## config.mk

```make
export PLATFORM = sky130hd
export DESIGN_NAME = cfg_drp_bridge
export DESIGN_NICKNAME = d
export VERILOG_FILES = /design/src/rtl/cdb_pkg.sv /design/src/rtl/cdb_drp_engine.sv /design/src/rtl/cdb_regbank.sv /design/src/rtl/cfg_drp_bridge.sv
export SDC_FILE = /design/constraint.sdc
export NUM_CORES = 1
export LEC_CHECK = 0
export ABC_AREA = 1
export BUFFER_PORTS_ARGS = -buffer_cell sky130_fd_sc_hd__buf_4
export CELL_PAD_IN_SITES_DETAIL_PLACEMENT = 0
export CELL_PAD_IN_SITES_GLOBAL_PLACEMENT = 1
export CORE_ASPECT_RATIO = 0.6
export CORE_MARGIN = 4
export CORE_UTILIZATION = 36
export DETAILED_ROUTE_END_ITERATION = 16
export HOLD_SLACK_MARGIN = 0.05
export PLACE_DENSITY_LB_ADDON = 0.1
export SLEW_MARGIN = 15
export SYNTH_ARGS = -nofsm -noshare
export SYNTH_HDL_FRONTEND = slang
export SYNTH_SLANG_ARGS = --single-unit
```

## constraint.sdc

```tcl
create_clock -name clk -period 1.8 [get_ports clk]
set_input_delay 0.18 -clock clk [delete_from_list [all_inputs] [get_ports clk]]
set_output_delay 0.18 -clock clk [all_outputs]
set_load 0.03 [all_outputs]
```

## src/rtl/cdb_pkg.sv

```systemverilog
// Shared constants and types for the register-to-DRP bridge.
// Assumes a 32-bit register bus; bit positions are fixed by the software view.
package cdb_pkg;
    localparam int BUS_DW    = 32;
    localparam int START_BIT = 29;
    localparam int READ_BIT  = 28;
    localparam int FIELD_LSB = 16;
    localparam int BUSY_BIT  = 16;

    typedef enum logic [1:0] {
        ENG_IDLE  = 2'd0,
        ENG_ISSUE = 2'd1,
        ENG_WAIT  = 2'd2
    } eng_state_t;
endpackage

```

## src/rtl/cdb_drp_engine.sv

```systemverilog
// DRP transaction engine: turns a one-cycle start request into a single
// drp_en pulse, holds address/data until drp_rdy, and captures read data.
// Assumes the responder returns exactly one drp_rdy per drp_en.
module cdb_drp_engine
    import cdb_pkg::*;
#(
    parameter int DRP_AW = 7,
    parameter int DRP_DW = 16
) (
    input  logic              clk,
    input  logic              rst_n,
    input  logic              start_i,
    input  logic              rd_i,
    input  logic [DRP_AW-1:0] addr_i,
    input  logic [DRP_DW-1:0] wdata_i,
    output logic              busy_o,
    output logic [DRP_DW-1:0] rdata_o,
    output logic              drp_en,
    output logic              drp_we,
    output logic [DRP_AW-1:0] drp_addr,
    output logic [DRP_DW-1:0] drp_wdata,
    input  logic [DRP_DW-1:0] drp_rdata,
    input  logic              drp_rdy
);
    eng_state_t state_q;
    logic       is_rd_q;

    assign busy_o = (state_q != ENG_IDLE);

    // Sequence one transaction: issue, wait for ready, capture, return idle.
    always_ff @(posedge clk) begin
        if (!rst_n) begin
            state_q   <= ENG_IDLE;
            is_rd_q   <= 1'b0;
            drp_en    <= 1'b0;
            drp_we    <= 1'b0;
            drp_addr  <= '0;
            drp_wdata <= '0;
            rdata_o   <= '0;
        end else begin
            case (state_q)
                ENG_IDLE: begin
                    if (start_i) begin
                        state_q   <= ENG_ISSUE;
                        is_rd_q   <= rd_i;
                        drp_en    <= 1'b1;
                        drp_we    <= !rd_i;
                        drp_addr  <= addr_i;
                        drp_wdata <= wdata_i;
                    end
                end
                ENG_ISSUE, ENG_WAIT: begin
                    drp_en <= 1'b0;
                    drp_we <= 1'b0;
                    if (drp_rdy) begin
                        state_q <= ENG_IDLE;
                        if (is_rd_q) begin
                            rdata_o <= drp_rdata;
                        end
                    end else begin
                        state_q <= ENG_WAIT;
                    end
                end
                default: state_q <= ENG_IDLE;
            endcase
        end
    end

    AST_LAUNCH_ON_START: assert property (@(posedge clk) disable iff (!rst_n)
        start_i && !busy_o |=> drp_en);
    AST_EN_SINGLE_PULSE: assert property (@(posedge clk) disable iff (!rst_n)
        drp_en |=> !drp_en);
    AST_FIELDS_HELD: assert property (@(posedge clk) disable iff (!rst_n)
        busy_o && !drp_rdy |=> $stable(drp_addr) && $stable(drp_wdata));
    AST_BUSY_DROPS: assert property (@(posedge clk) disable iff (!rst_n)
        busy_o && drp_rdy |=> !busy_o);
    AST_NO_REISSUE: assert property (@(posedge clk) disable iff (!rst_n)
        busy_o && !drp_rdy |=> !drp_en);
    AST_RDATA_QUIET: assert property (@(posedge clk) disable iff (!rst_n)
        !(busy_o && drp_rdy) |=> $stable(rdata_o));
endmodule

```

## src/rtl/cdb_regbank.sv

```systemverilog
// Register bank: decodes the word-addressed bus, holds the reset/enable and
// control words, builds the status word and registers the read data.
// Assumes single-cycle strobes; a control write while busy is dropped.
module cdb_regbank
    import cdb_pkg::*;
#(
    parameter int             AW        = 6,
    parameter int             DRP_AW    = 7,
    parameter int             DRP_DW    = 16,
    parameter logic [AW-1:0]  RST_WORD  = 6'h10,
    parameter logic [AW-1:0]  CTRL_WORD = 6'h1C,
    parameter logic [AW-1:0]  STAT_WORD = 6'h1D
) (
    input  logic              clk,
    input  logic              rst_n,
    input  logic              bus_wr,
    input  logic              bus_rd,
    input  logic [AW-1:0]     bus_addr,
    input  logic [BUS_DW-1:0] bus_wdata,
    output logic [BUS_DW-1:0] bus_rdata,
    output logic              core_rel_o,
    output logic              prim_en_o,
    input  logic              busy_i,
    input  logic [DRP_DW-1:0] drp_rdata_i,
    output logic              start_o,
    output logic              cmd_rd_o,
    output logic [DRP_AW-1:0] cmd_addr_o,
    output logic [DRP_DW-1:0] cmd_data_o
);
    localparam logic [BUS_DW-1:0] CTRL_MASK =
        (BUS_DW'(1) << START_BIT) | (BUS_DW'(1) << READ_BIT) |
        (((BUS_DW'(1) << DRP_AW) - BUS_DW'(1)) << FIELD_LSB) |
        ((BUS_DW'(1) << DRP_DW) - BUS_DW'(1));

    logic [1:0]        rst_q;
    logic [BUS_DW-1:0] ctrl_q;
    logic [BUS_DW-1:0] stat_word;
    logic [BUS_DW-1:0] rd_mux;
    logic              ctrl_hit;

    assign ctrl_hit   = bus_wr && (bus_addr == CTRL_WORD) && !busy_i;
    assign start_o    = ctrl_hit && bus_wdata[START_BIT];
    assign cmd_rd_o   = bus_wdata[READ_BIT];
    assign cmd_addr_o = bus_wdata[FIELD_LSB +: DRP_AW];
    assign cmd_data_o = bus_wdata[DRP_DW-1:0];
    assign core_rel_o = rst_q[0];
    assign prim_en_o  = rst_q[1];

    // Store the reset/enable and control words on accepted writes.
    always_ff @(posedge clk) begin
        if (!rst_n) begin
            rst_q  <= '0;
            ctrl_q <= '0;
        end else begin
            if (bus_wr && (bus_addr == RST_WORD)) begin
                rst_q <= bus_wdata[1:0];
            end
            if (ctrl_hit) begin
                ctrl_q <= bus_wdata & CTRL_MASK;
            end
        end
    end

    // Assemble the status word from busy and the last read data.
    always_comb begin
        stat_word = BUS_DW'(drp_rdata_i) | (BUS_DW'(busy_i) << BUSY_BIT);
    end

    // Select the addressed register; unmapped words return zero.
    always_comb begin
        rd_mux = '0;
        if (bus_addr == RST_WORD)  rd_mux = BUS_DW'(rst_q);
        if (bus_addr == CTRL_WORD) rd_mux = ctrl_q;
        if (bus_addr == STAT_WORD) rd_mux = stat_word;
    end

    // Register the read data on a read strobe and hold it otherwise.
    always_ff @(posedge clk) begin
        if (!rst_n) begin
            bus_rdata <= '0;
        end else if (bus_rd) begin
            bus_rdata <= rd_mux;
        end
    end

    AST_CTRL_HELD_BUSY: assert property (@(posedge clk) disable iff (!rst_n)
        busy_i |=> $stable(ctrl_q));
    AST_RDATA_HOLD: assert property (@(posedge clk) disable iff (!rst_n)
        !bus_rd |=> $stable(bus_rdata));
    AST_CTRL_UNUSED_ZERO: assert property (@(posedge clk) disable iff (!rst_n)
        (ctrl_q & ~CTRL_MASK) == '0);
endmodule

```

## src/rtl/cfg_drp_bridge.sv

```systemverilog
// Top of the register-to-DRP bridge: register bank plus transaction engine.
// Assumes one bus master and one DRP responder on the same clock.
module cfg_drp_bridge
    import cdb_pkg::*;
#(
    parameter int AW     = 6,
    parameter int DRP_AW = 7,
    parameter int DRP_DW = 16
) (
    input  logic              clk,
    input  logic              rst_n,
    input  logic              bus_wr,
    input  logic              bus_rd,
    input  logic [AW-1:0]     bus_addr,
    input  logic [31:0]       bus_wdata,
    output logic [31:0]       bus_rdata,
    output logic              core_release,
    output logic              prim_enable,
    output logic              drp_en,
    output logic              drp_we,
    output logic [DRP_AW-1:0] drp_addr,
    output logic [DRP_DW-1:0] drp_wdata,
    input  logic [DRP_DW-1:0] drp_rdata,
    input  logic              drp_rdy
);
    logic              busy;
    logic              start;
    logic              cmd_rd;
    logic [DRP_AW-1:0] cmd_addr;
    logic [DRP_DW-1:0] cmd_data;
    logic [DRP_DW-1:0] last_rd;

    cdb_regbank #(
        .AW(AW), .DRP_AW(DRP_AW), .DRP_DW(DRP_DW)
    ) u_regs (
        .clk(clk), .rst_n(rst_n),
        .bus_wr(bus_wr), .bus_rd(bus_rd), .bus_addr(bus_addr),
        .bus_wdata(bus_wdata), .bus_rdata(bus_rdata),
        .core_rel_o(core_release), .prim_en_o(prim_enable),
        .busy_i(busy), .drp_rdata_i(last_rd),
        .start_o(start), .cmd_rd_o(cmd_rd),
        .cmd_addr_o(cmd_addr), .cmd_data_o(cmd_data)
    );

    cdb_drp_engine #(
        .DRP_AW(DRP_AW), .DRP_DW(DRP_DW)
    ) u_eng (
        .clk(clk), .rst_n(rst_n),
        .start_i(start), .rd_i(cmd_rd), .addr_i(cmd_addr), .wdata_i(cmd_data),
        .busy_o(busy), .rdata_o(last_rd),
        .drp_en(drp_en), .drp_we(drp_we), .drp_addr(drp_addr),
        .drp_wdata(drp_wdata), .drp_rdata(drp_rdata), .drp_rdy(drp_rdy)
    );
endmodule

```

==> results of run 1 <==
-- sequential cells by signal, indices dropped and copies added, names as in the netlist --
name,count
u_eng.drp_addr,7
u_eng.drp_en,1
u_eng.drp_wdata,16
u_eng.drp_we,1
u_eng.is_rd_q,1
u_eng.rdata_o,16
u_eng.state_q,2
u_regs.bus_rdata,25
u_regs.ctrl_q,25
u_regs.rst_q,2
-- synth_stat cells (all sizes together) --
cell type	instances	area (µm²)
inv	45	169
o211ai	15	113
conb	1	3.75
buf	19	133
o21ai	34	170
a21oi	68	374
nand3	29	150
clkinv	2	7.51
clkbuf	19	71.3
nand2	112	420
o21a	1	7.51
ha	3	37.5
nor2	65	264
dfxtp	96	1920
nand4	3	18.8
-- per-layer routing --
layer	vias up	routed length (µm)
met3	2	645
met5	-	0
met2	85	4620
li1	1818	-
met1	1621	5160
met4	0	19
-- cells by family after synthesis --
logic type | after synthesis
AOI/OAI and AO/OA | 118
DFF | 96
adders and majority gates | 3
other | 1
buffers and inverters | 85
and+or+nand+nor | 209
-- where the power goes --
part | leakage [µW] | switching (µW) | total, µW | internal [µW]
Sequential | 0.000777 | 28.9 | 2200 | 2170
Combinational | 0.00120 | 346 | 569 | 222
Clock | 0.000145 | 791 | 1900 | 1110
Total | 0.00212 | 1170 | 4670 | 3500
-- worst paths after layout --
check,slack [ns],start,cells after the start,end
worst min-delay path,0.08,bus_wdata[20],3,u_regs.ctrl_q[20]$_SDFFE_PN0P_
worst max-delay path,0.18,u_eng.state_q[0]$_SDFFE_PN0P_,10,u_eng.state_q[1]$_SDFFE_PN0P_
worst max register to register,0.18,u_eng.state_q[0]$_SDFFE_PN0P_,10,u_eng.state_q[1]$_SDFFE_PN0P_
worst min register to register,0.45,u_eng.rdata_o[0]$_SDFFE_PN0P_,2,u_eng.rdata_o[0]$_SDFFE_PN0P_
-- per-stage QoR --
stage               util (%)  hold slack [ns]
CTS                     49.7           0.0674
global route            49.8           0.0693
finish                  49.8           0.0755
global placement        46.8            0.419
detailed placement      46.8            0.425
floorplan                  -            0.315
-- worst reg2reg max path: stages (launching register included) --
cell and delay, ns:
dfxtp_1 0.32, inv_1 0.10, ha_2 0.26, nand2_1 0.12
inv_1 0.07, nand4_1 0.16, buf_12 0.22, nand2_1 0.11
nand2_1 0.06, nand2_1 0.06, nor2_1 0.04
-- area by class of cell --
type	count	area (µm²)	share of cell area [%]
clock inverter	5	56.3	1.11
timing repair buffer	112	903	17.9
multi-input combinational	337	1580	31.3
tap	135	169	3.34
sequential	96	1920	38.0
inverter	47	179	3.54
clock buffer	11	243	4.80
==> flow_metrics.env, run 1 <==
export IMPL_crit_top_cell="nand2_1"
export IMPL_dpl_cell_area_um2=4750
export IMPL_slowest_delay_ns=0.32
export IMPL_globalRouteMet2Util_pct=26.2
export IMPL_cts_sinks=96
export IMPL_ctsHtreeMaxLevel=3
export IMPL_grt_busiest_layer="met2"
export IMPL_cts_buffers=9
export IMPL_core_area_um2=10200
export IMPL_crit_arrival_ns=1.85
export IMPL_antenna_cells=0
export IMPL_instances_no_fill=743
export IMPL_dr_pass1_iters=4
export IMPL_syn_inst=512
export IMPL_dpl_hpwl_um=7360
export IMPL_drive_gt1_share_pct=23.8
export IMPL_drcViolationCount=0
export IMPL_dp_worst_setup_slack_ns=0.118
export IMPL_dp_cells=727
export IMPL_grt_overflow=0
export IMPL_dieArea_um2=12500
export IMPL_hold_viol=0
export IMPL_insertion_delay_ns=0.34
export IMPL_grt_util_met1_pct=24.1
export IMPL_tns_ns=0
export IMPL_tightest_slew_ns=0.537
export IMPL_critPathKind="reg2reg"
export IMPL_p_total_uw=4670
export IMPL_initial_utilization_pct=38.0
export IMPL_postCtsSetupBuffers=0
export IMPL_io_buffers=103
export IMPL_peakVddDrop_uv=499
export IMPL_crit_required_ns=2.03
export IMPL_die_y_um=88.2
export IMPL_cts_root_buf="clkbuf_16"
export IMPL_hold_buffers=0
export IMPL_grt_pass1_wl_um=17100
export IMPL_fmax_mhz=618
export IMPL_slowest_stage="dfxtp_1"
export IMPL_gp_congestion=0.816
export IMPL_synth_xor_area_share_pct=0
export IMPL_finalNetCount=665
export IMPL_fill_cells=1032
export IMPL_path_cells="inv_1 > ha_2 > nand2_1 > inv_1 > nand4_1 > buf_12 > nand2_1 > nand2_1 > nand2_1 > nor2_1"
export IMPL_hp_class="in2reg"
export IMPL_ys_ff_latch=96
export IMPL_fin_ws_ns=0.182
export IMPL_critPathMaxFanout=30
export IMPL_synth_top_family_by_area="simple AND/OR/NAND/NOR gates"
export IMPL_yosys_area_share_simple_pct=22.1
export IMPL_synth_area_per_cell_um2=7.54
export IMPL_yosys_area_share_adder_pct=0.972
export IMPL_use_met3_pct=5.40
export IMPL_cts_tree="done"
export IMPL_ant_nets=0
export IMPL_vias=3526
export IMPL_via_per_inst=4.75
export IMPL_synth_compound_area_share_pct=17.2
export IMPL_fin_crit_ns=1.62
export IMPL_netlist_cell_type_count=24
export IMPL_grt_pass1_vias=3452
export IMPL_synthToLayoutAreaGrowth_pct=30.9
export IMPL_cap_viol_max_count=0
export IMPL_fin_skew_ns=0.00732
export IMPL_finalSetupViolations=0
export IMPL_routedWlPerCell_um=14.1
export IMPL_finalMaxSlewViolations=0
export IMPL_muxShareOfSynthArea_pct=0
export IMPL_clockBufferDepth=2
export IMPL_period_share_pct=89.9
export IMPL_status="complete, no violations"
export IMPL_power_density_nw_per_um2=924
export IMPL_cts_resized_gates=0
export IMPL_layout_common_cells="nand2_1 (112), buf_4 (107), dfxtp_1 (96), nor2_1 (61), a21oi_1 (59)"
export IMPL_endpoint_kind="flip-flop"
export IMPL_p_leak_uw=0.00212
export IMPL_num_io_pins=118
export IMPL_ys_warn_count=0
export IMPL_antenna_found_initial=0
export IMPL_totalWireLength_um=10500
export IMPL_cp_top_family="simple AND/OR/NAND/NOR gates"
export IMPL_syn_cell_area_um2=3860
export IMPL_ys_seq_area_share_pct=49.8
export IMPL_rsz0062_at_grt="no"
export IMPL_cts_clk_slew_worst_paths_ns=0.07
export IMPL_grtUsageTotal_pct=17.1
export IMPL_cp_start_kind="flip-flop"
export IMPL_grt_max_degree=43
export IMPL_final_area_um2=5060
export IMPL_initialDrtViolationCount=208
export IMPL_final_common_cell="nand2_1"
export IMPL_rows=28
export IMPL_chipWidth_um=142
export IMPL_critPathBufInv=3
export IMPL_slew_headroom_pct=64.1
(Power assumes the default switching activity.)
==> inputs of run 2 (changes only) <==
Settings changed: CORE_MARGIN 4 to 2, CTS_CLUSTER_DIAMETER set to 100.
==> run 2 against run 1 <==
  * Sequential share of layout area rose by 0.25 points
  * Clock power fell by 6%
  * Clock skew fell by 0.0033 ns
  * Clock-buffer cell count fell by 1
  * Critical path type unchanged
  * Global-route usage rose by 0.74 points
  * Non-clock buffer count rose by 2
  * Critical path depth fell by 3
  * Combinational power barely moved
  * Highest routed layer unchanged
  * Total power fell by 2.6%
  * Flip-flop and latch count did not move
==> flow_metrics.env, run 2 (same netlist as run 1, synthesis figures left out) <==
export IMPL_crit_start="u_eng.state_q[0]$_SDFFE_PN0P_"
export IMPL_ff2ff_path_depth=7
export IMPL_cts_tree="done"
export IMPL_power_density_nw_per_um2=906
export IMPL_cp_start_kind="flip-flop"
export IMPL_cp_top_family="simple AND/OR/NAND/NOR gates"
export IMPL_ctsHtreeMaxLevel=3
export IMPL_gp_congestion=0.756
export IMPL_grt_max_degree=48
export IMPL_rsz0062_at_grt="no"
export IMPL_period_share_pct=89.3
export IMPL_vias=3525
export IMPL_grt_overflow=0
export IMPL_clockBufferDepth=2
export IMPL_io_buffers=103
export IMPL_cts_clk_slew_worst_paths_ns=0.07
export IMPL_r2r_start="u_eng.state_q[0]$_SDFFE_PN0P_"
export IMPL_dpl_hpwl_um=7170
export IMPL_slowest_delay_ns=0.32
export IMPL_via_per_inst=4.71
export IMPL_finalSetupViolations=0
export IMPL_core_area_um2=10500
export IMPL_grtUsageTotal_pct=17.9
export IMPL_num_io_pins=118
export IMPL_rows=29
export IMPL_postCtsSetupBuffers=0
export IMPL_fin_crit_ns=1.61
export IMPL_crit_required_ns=2.07
export IMPL_crit_arrival_ns=1.88
export IMPL_initial_utilization_pct=36.7
export IMPL_status="complete, no violations"
export IMPL_hp_class="in2reg"
export IMPL_cts_sinks=96
export IMPL_p_leak_uw=0.00211
export IMPL_final_common_cell="nand2_1"
export IMPL_insertion_delay_ns=0.34
export IMPL_path_cells="inv_1 > ha_1 > nand2_1 > nor2_4 > buf_4 > nand3_1 > a21oi_1"
export IMPL_antenna_cells=0
export IMPL_dieArea_um2=11600
export IMPL_r2r_end="u_eng.drp_addr[6]$_SDFFE_PN0P_"
export IMPL_grt_pass1_vias=3262
export IMPL_totalWireLength_um=10200
export IMPL_hold_viol=0
export IMPL_r2r_slack_ns=0.19
export IMPL_tns_ns=0
export IMPL_cts_buffers=9
export IMPL_drive_gt1_share_pct=23.9
export IMPL_dr_pass1_iters=5
export IMPL_crit_path_end="u_eng.drp_addr[6]$_SDFFE_PN0P_"
export IMPL_cap_viol_max_count=0
export IMPL_fmax_mhz=622
export IMPL_grt_pass1_wl_um=16100
export IMPL_critPathBufInv=2
export IMPL_finalNetCount=667
export IMPL_peakVddDrop_uv=503
export IMPL_finalMaxSlewViolations=0
export IMPL_initialDrtViolationCount=240
export IMPL_routedWlPerCell_um=13.6
export IMPL_fin_skew_ns=0.00405
export IMPL_biggestRegsByFlops="u_regs.bus_rdata: 25 flops, u_regs.ctrl_q: 25 flops"
export IMPL_critPathKind="reg2reg"
export IMPL_antenna_found_initial=0
export IMPL_die_y_um=84.2
export IMPL_slowest_stage="dfxtp_1"
export IMPL_endpoint_kind="flip-flop"
export IMPL_drcViolationCount=0
export IMPL_layout_common_cells="nand2_1 (112), buf_4 (111), dfxtp_1 (96), nor2_1 (61), a21oi_1 (59)"
export IMPL_ant_nets=0
export IMPL_critPathMaxFanout=17
export IMPL_chipWidth_um=138
export IMPL_crit_cells=7
export IMPL_cts_root_buf="clkbuf_16"
export IMPL_synthToLayoutAreaGrowth_pct=30.1
export IMPL_utilization_pct=47.7
[run 2: routing by layer]
layer | track usage [%] | vias to the layer above | share of wire (%)
met4 | 5.29 | 0 | 0.56
met5 | 0 | - | 0
met2 | 25.7 | 86 | 44
li1 | - | 1811 | -
met1 | 26.0 | 1622 | 49
met3 | 5.13 | 6 | 6.4
[run 2: how the worst min path moves through the flow]
| stage | startpoint | end | slack, ns | cells after the start |
|---|---|---|---|---|
| 6_report | bus_wdata[17] | u_regs.ctrl_q[17]$_SDFFE_PN0P_ | 0.07 | 3 |
| 3_3_place_gp | bus_wdata[20] | u_regs.ctrl_q[20]$_SDFFE_PN0P_ | 0.42 | 3 |
| 4_1_cts | bus_wdata[17] | u_regs.ctrl_q[17]$_SDFFE_PN0P_ | 0.06 | 3 |
| 5_1_grt | bus_wdata[21] | u_regs.ctrl_q[21]$_SDFFE_PN0P_ | 0.06 | 3 |
| 3_5_place_dp | bus_wdata[18] | u_regs.ctrl_q[18]$_SDFFE_PN0P_ | 0.42 | 3 |
| 2_1_floorplan | bus_wdata[21] | u_regs.ctrl_q[21]$_SDFFE_PN0P_ | 0.31 | 2 |
[run 2: final cells by class]
| cell class | instances | area (µm²) |
|---|---|---|
| Multi-Input combinational cell | 337 | 1580 |
| Clock buffer | 10 | 229 |
| Clock inverter | 6 | 45.0 |
| Fill cell | 1095 | 5500 |
| Inverter | 47 | 179 |
| Sequential cell | 96 | 1920 |
| Timing Repair Buffer | 114 | 893 |
| Tap cell | 139 | 174 |
[run 2: what timing repair did]
action,CTS,global route
gates resized for setup,0,2
endpoints found under the setup margin,0,1
hold buffers,0,0
[run 2: stage by stage]
step           worst slack (ns)  std cells  hold WS, ns  total power (µW)  area (µm²)
2_1_floorplan             0.371        518        0.315              2590        3880
3_3_place_gp              0.217        733        0.418              2810        4750
3_5_place_dp              0.185        733        0.422              2820        4750
4_1_cts                   0.173        749       0.0612              4600        5020
5_1_grt                  0.0605        749       0.0642              4780        5020
6_report                  0.193        749       0.0695              4550        5020
[run 2: report_power, final]
| part | internal, µW | total (µW) | leakage, µW | switching (µW) |
|---|---|---|---|---|
| clock | 942 | 1780 | 0.000125 | 839 |
| combinational | 225 | 571 | 0.00121 | 346 |
| sequential | 2170 | 2200 | 0.000777 | 28.7 |
[run 2: worst register-to-register path: cells and delay by family, from the launching register on]
| kind | cells | cell delay, ns |
|---|---|---|
| AND/OR/NAND/NOR | 3 | 0.52 |
| buffers and inverters | 2 | 0.38 |
| flip-flops | 1 | 0.32 |
| adder cells (fa/ha/maj) | 1 | 0.18 |
| AO/OA/AOI/OAI | 1 | 0.13 |
